$ cat src/rtl/xcvr_pkg.sv
package xcvr_pkg;

   typedef struct packed {
      logic a_en;
      logic b_en;
      logic ab_st;
      logic ba_st;
   } xcvr_ctl_t;

   function automatic logic ctl_is_loop(xcvr_ctl_t c);
      return c.a_en & c.b_en & ~c.ab_st & ~c.ba_st;
   endfunction

endpackage

$ cat src/rtl/xcvr_cap_reg.sv
module xcvr_cap_reg #(
   parameter int W = 8,
   parameter bit HAS_RESET = 1'b1
) (
   input  logic         clk,
   input  logic         rst,
   input  logic         cap,
   input  logic [W-1:0] d,
   output logic [W-1:0] q
);

   logic cap_d;
   logic fire;

   always_ff @(posedge clk) cap_d <= cap;

   assign fire = cap & ~cap_d;

   generate
      if (HAS_RESET) begin : g_rst
         always_ff @(posedge clk) begin
            if (rst)       q <= '0;
            else if (fire) q <= d;
         end
      end else begin : g_norst
         logic unused_rst;
         assign unused_rst = rst;
         always_ff @(posedge clk) begin
            if (fire) q <= d;
         end
      end
   endgenerate

endmodule

$ cat src/rtl/xcvr_loop_hold.sv
module xcvr_loop_hold #(
   parameter int W = 8,
   parameter bit HAS_RESET = 1'b1
) (
   input  logic         clk,
   input  logic         rst,
   input  logic         loop,
   input  logic         a_oe,
   input  logic [W-1:0] a_in,
   input  logic [W-1:0] b_in,
   output logic [W-1:0] q
);

   logic [W-1:0] nxt;

   always_comb begin
      if (loop) begin
         if (a_in != q)      nxt = a_in;
         else if (b_in != q) nxt = b_in;
         else                nxt = q;
      end else begin
         nxt = a_oe ? b_in : a_in;
      end
   end

   generate
      if (HAS_RESET) begin : g_rst
         always_ff @(posedge clk) begin
            if (rst) q <= '0;
            else     q <= nxt;
         end
      end else begin : g_norst
         logic unused_rst;
         assign unused_rst = rst;
         always_ff @(posedge clk) q <= nxt;
      end
   endgenerate

endmodule

$ cat src/rtl/xcvr_src_mux.sv
module xcvr_src_mux #(
   parameter int W = 8
) (
   input  logic         stored,
   input  logic         loop,
   input  logic         far_oe,
   input  logic [W-1:0] own_q,
   input  logic [W-1:0] hold_q,
   input  logic [W-1:0] far_q,
   input  logic [W-1:0] far_in,
   output logic [W-1:0] val
);

   always_comb begin
      if (stored)      val = own_q;
      else if (loop)   val = hold_q;
      else if (far_oe) val = far_q;
      else             val = far_in;
   end

endmodule

$ cat src/rtl/dual_path_xcvr.sv
module dual_path_xcvr #(
   parameter int W = 8,
   parameter bit HAS_RESET = 1'b1
) (
   input  logic         clk,
   input  logic         rst,
   input  logic         ab_cap,
   input  logic         ba_cap,
   input  logic         ab_stored,
   input  logic         ba_stored,
   input  logic         a_drive_n,
   input  logic         b_drive_en,
   input  logic [W-1:0] a_in,
   output logic [W-1:0] a_out,
   output logic         a_oe,
   input  logic [W-1:0] b_in,
   output logic [W-1:0] b_out,
   output logic         b_oe
);
   import xcvr_pkg::*;

   generate
      if (W < 1) begin : g_bad_width
         $error("dual_path_xcvr: W must be at least 1");
      end
   endgenerate

   xcvr_ctl_t    ctl;
   logic         loop_mode;
   logic [W-1:0] ab_q;
   logic [W-1:0] ba_q;
   logic [W-1:0] hold_q;

   assign ctl.a_en  = ~a_drive_n;
   assign ctl.b_en  = b_drive_en;
   assign ctl.ab_st = ab_stored;
   assign ctl.ba_st = ba_stored;
   assign loop_mode = ctl_is_loop(ctl);

   xcvr_cap_reg #(.W(W), .HAS_RESET(HAS_RESET)) u_ab_reg (
      .clk (clk), .rst (rst), .cap (ab_cap), .d (a_in), .q (ab_q)
   );

   xcvr_cap_reg #(.W(W), .HAS_RESET(HAS_RESET)) u_ba_reg (
      .clk (clk), .rst (rst), .cap (ba_cap), .d (b_in), .q (ba_q)
   );

   xcvr_loop_hold #(.W(W), .HAS_RESET(HAS_RESET)) u_hold (
      .clk  (clk),
      .rst  (rst),
      .loop (loop_mode),
      .a_oe (ctl.a_en),
      .a_in (a_in),
      .b_in (b_in),
      .q    (hold_q)
   );

   xcvr_src_mux #(.W(W)) u_b_mux (
      .stored (ctl.ab_st),
      .loop   (loop_mode),
      .far_oe (ctl.a_en),
      .own_q  (ab_q),
      .hold_q (hold_q),
      .far_q  (ba_q),
      .far_in (a_in),
      .val    (b_out)
   );

   xcvr_src_mux #(.W(W)) u_a_mux (
      .stored (ctl.ba_st),
      .loop   (loop_mode),
      .far_oe (ctl.b_en),
      .own_q  (ba_q),
      .hold_q (hold_q),
      .far_q  (ab_q),
      .far_in (b_in),
      .val    (a_out)
   );

   assign a_oe = ctl.a_en;
   assign b_oe = ctl.b_en;

endmodule

$ cat config.mk
export PLATFORM = sky130hd
export DESIGN_NAME = dual_path_xcvr
export DESIGN_NICKNAME = d
export VERILOG_FILES = /design/src/rtl/xcvr_pkg.sv /design/src/rtl/xcvr_cap_reg.sv /design/src/rtl/xcvr_loop_hold.sv /design/src/rtl/xcvr_src_mux.sv /design/src/rtl/dual_path_xcvr.sv
export SDC_FILE = /design/constraint.sdc
export NUM_CORES = 1
export LEC_CHECK = 0
export ABC_AREA = 1
export BUFFER_PORTS_ARGS = -buffer_cell sky130_fd_sc_hd__buf_2
export CAP_MARGIN = 15
export CELL_PAD_IN_SITES_DETAIL_PLACEMENT = 1
export CELL_PAD_IN_SITES_GLOBAL_PLACEMENT = 2
export CORE_MARGIN = 8
export CORE_UTILIZATION = 30
export DETAILED_ROUTE_END_ITERATION = 16
export PLACE_DENSITY = 0.86
export SLEW_MARGIN = 10
export SYNTH_ARGS = -nofsm -noshare
export SYNTH_HDL_FRONTEND = slang
export SYNTH_SLANG_ARGS = --single-unit
$ cat constraint.sdc
create_clock -name clk -period 1.62 [get_ports clk]
set_input_delay 0.081 -clock clk [delete_from_list [all_inputs] [get_ports clk]]
set_output_delay 0.081 -clock clk [all_outputs]
set_load 0.1 [all_outputs]
==> results by group <==
Place
  – Routability congestion estimate from global placement: 0.7935
  – Instance area after placement: 2366 um^2
  – Number of I/O port buffers: 41
  – Final HPWL DP: 4.361 mm

Flow run
  – Maxcap violations: 0

Timing
  – Top achievable clock speed: 0.6988 GHz
  – Slew @ Worst Pin: 0.5303 ns
  – Unrepaired setup endpoints after global routing: no
  – Final clock period utilization by the worst path: 88.34%
  – Final setup skew: 0.001347 ns
  – Number of endpoints with negative hold slack in the final report: 0
  – Final Max Tran Viols: 0
  – Final critical-path required period: 1.431 ns
  – Number of endpoints failing setup at the final stage: 0
  – Max-slew headroom: 64.64%

Floorplanning
  – Core box area: 5540 um^2
  – Die height: 91.98 um
  – Die Wd: 91.98 um
  – Total die area: 8459 um^2
  – Standard-cell rows: 27
  – Starting Density: 31.26%
  – Ports placed on the boundary: 42

Layout
  – Most common cell after layout, fill and taps aside: nand2_1
  – Post-layout instance area: 2441 um^2
  – # fillers: 723
  – Layout cells sized above 1: 29.55%
  – Post-layout util: 44.06%
  – Sequential cell area in the final layout: 520.5 um^2
  – Commonest cells after routing, fill and taps aside: nand2_1 (60), nor2_1 (32), dfxtp_1 (26), inv_1 (25), buf_2 (25)
  – Footprint of the multi-input gates: 1129 um^2
  – Final Net Count: 333
  – Area growth from synthesis to final layout: 40.97%
  – Total inserted antenna cells: 0

Global routing
  – Via count of the first global-routing pass: 2012
  – Number of antenna violations at the first check in global routing: 0
  – Total overflow reported by the global router: 0
  – Global-route wire length before repair: 10.33 mm
  – Largest net degree at the start of global routing: 25
  – Global-route total usage across every layer: 14.84%

Logic synthesis
  – Synth cell types: 24
  – Mapped Nets: 292
  – Post-Synthesis Cell Area: 1732 um^2
  – Yosys reg bits: 26
  – Fraction of synthesized area in multiplexers: 0%
  – YS warnings: 0
  – XOR/XNOR share of the synthesized area: 2.457%
  – Synthesized area per cell: 6.461 um^2
  – Post-synthesis share of cell area spent on full adders, half adders and majority gates: 0%
  – Simple-gate share of the synthesized area: 32.01%
  – Post-synthesis compound-gate area fraction: 23.41%
  – Share of the yosys chip area belonging to registers: 30.06%
  – Mapped Cells: 268
  – Main combinational cell family by area after synthesis: simple AND/OR/NAND/NOR gates

Run status
  – Run status: complete, no violations

Drt
  – Wire length per cell: 15.82 um
  – Total Routed Length: 6.012 mm
  – Vias: 1876
  – First drt pass iteration count: 4
  – Post-detailed-route via-to-cell ratio: 4.937
  – Number of nets still failing antenna checks after routing: 0
  – Initial detailed-routing violation count: 73
  – Number of DRC violations after detailed routing: 0

Setup path
  – Timing startpoint of the critical path: u_ba_reg.q[5]
  – Worst reg2reg path endpoint: u_hold.q[4]
  – Reg-to-Reg Start: u_hold.q[2]
  – Kind of start point of the critical path: register
  – CP Max Fanout: 2
  – Critical path required time: 1.54 ns
  – Buffers and inverters on the worst path: 2
  – Critical Path End Type: output port
  – Crit-path slowest cell: dfxtp_1
  – Length in cells of the worst reg-to-reg path: 7
  – Crit path depth: 5
  – Cell class contributing the biggest share of worst-path delay: compound AO/OA/AOI/OAI gates
  – Arr. time, crit path: 1.35 ns
  – Cells along the critical path: inv_1 > o21ai_0 > nand2_1 > a31oi_2 > buf_12
  – Critical setup path kind: register to output port
  – Worst R2R Setup Slack: 0.27 ns
  – Largest stage delay on the critical path: 0.34 ns
  – Destination of the critical timing path: b_out[5]

Pwr
  – PwrDens: 827.5 nW/um^2
  – Static leakage power: 1.087 nW
  – IR drop worst, VDD: 0.0003070 V

Worst hold path
  – Worst min-delay path class: input port to register

CTS
  – Number of buffers on the longest clock path: 2
  – Clock H-tree levels: 1
  – Clk pin slew, worst setup/hold paths: 0.10 ns
  – Clock sink count: 26
  – Clk Tree Root Cell: clkbuf_8
  – TritonCTS clock tree: yes
  – Clock buffers created by TritonCTS: 3
  – Worst-Skew Late Latency: 0.27 ns
==> power breakdown <==
| part | internal (W) | switching (W) | leakage [nW] |
|---|---|---|---|
| clock network | 0.000218 | 0.000221 | 0.0288 |
| registers | 0.000682 | 0.0000300 | 0.215 |
| logic | 0.000291 | 0.000578 | 0.843 |
==> worst min-delay path by stage <==
stage	startpoint	to	cells past startpoint
3_3_place_gp	ba_cap	u_ba_reg.cap_d	1
2_1_floorplan	ab_cap	u_ab_reg.cap_d	0
5_1_grt	a_in[0]	u_ab_reg.q[0]	3
6_report	a_in[1]	u_ab_reg.q[1]	3
3_5_place_dp	ba_cap	u_ba_reg.cap_d	1
4_1_cts	a_in[3]	u_ab_reg.q[3]	3
==> flip-flops by register name (all words and copies together) (netlist names) <==
signal,count
u_ab_reg.cap_d,1
u_ab_reg.q,8
u_ba_reg.cap_d,1
u_ba_reg.q,8
u_hold.q,8
==> synthesized netlist by cell type <==
cell type	instances	area share (%)
inv_4	1	0.36
buf_4	2	0.87
o21ai_2	1	0.51
nand3_1	16	4.6
clkbuf_1	4	0.87
nand2_4	1	0.65
xnor2_1	3	1.5
inv_2	7	1.5
buf_6	2	1.3
o21ai_1	12	3.5
nor2_1	32	6.9
nor2_8	2	2.3
a21oi_1	15	4.3
a31oi_1	9	3.3
xnor2_2	1	0.94
a211oi_1	16	6.9
dfxtp_1	26	30
nand2_2	7	2.5
buf_2	6	1.7
inv_1	25	5.4
nand2_1	60	13
o21ai_0	17	4.9
nand4_4	1	1.2
nor2_2	2	0.72
==> worst reg2reg max path: cells and delay by family (launching register included) <==
family | cells | cell delay [ns]
compound gates | 1 | 0.16
simple gates | 5 | 0.61
flops | 1 | 0.37
xor+xnor | 1 | 0.14
==> area by class of cell <==
cell class / count / area share, %
multi-input cells: 195 / 46.23
flip-flops and latches: 26 / 21.32
repair buffers: 50 / 21.22
inverters: 33 / 5.279
well taps: 72 / 3.690
clock buffers: 4 / 2.255
==> timing repair <==
item,4_1_cts,5_1_grt
setup buffers,0,0
hold buffers,2,0
resized for setup,0,0
hold endpoints to repair,2,0
==> cell families after synthesis <==
logic type      after synthesis
xor+xnor                      4
compound gates               70
flops                        26
buf+inv                      47
simple gates                121
==> metal layers <==
layer  vias to the layer above  routed length [um]  track usage [%]
met5                         -                   0                0
met2                        31                2878            25.45
met4                         0                  32            2.685
met1                       879                2860            18.90
met3                         4                 241            2.852
li1                        962                   -                -
==> stage by stage <==
stage	TNS (ns)	cells	setup slack (ns)	total power, W	hold WS (ns)
3_5_place_dp	0	374	0.2553	0.001599	0.2033
2_1_floorplan	-0.6631	268	-0.2883	0.001311	0.1087
6_report	0	380	0.1889	0.002020	0.09884
4_1_cts	0	380	0.1697	0.002048	0.08821
3_3_place_gp	0	374	0.2635	0.001587	0.2004
5_1_grt	0	380	0.04338	0.002129	0.09409
(Power assumes the default switching activity.)
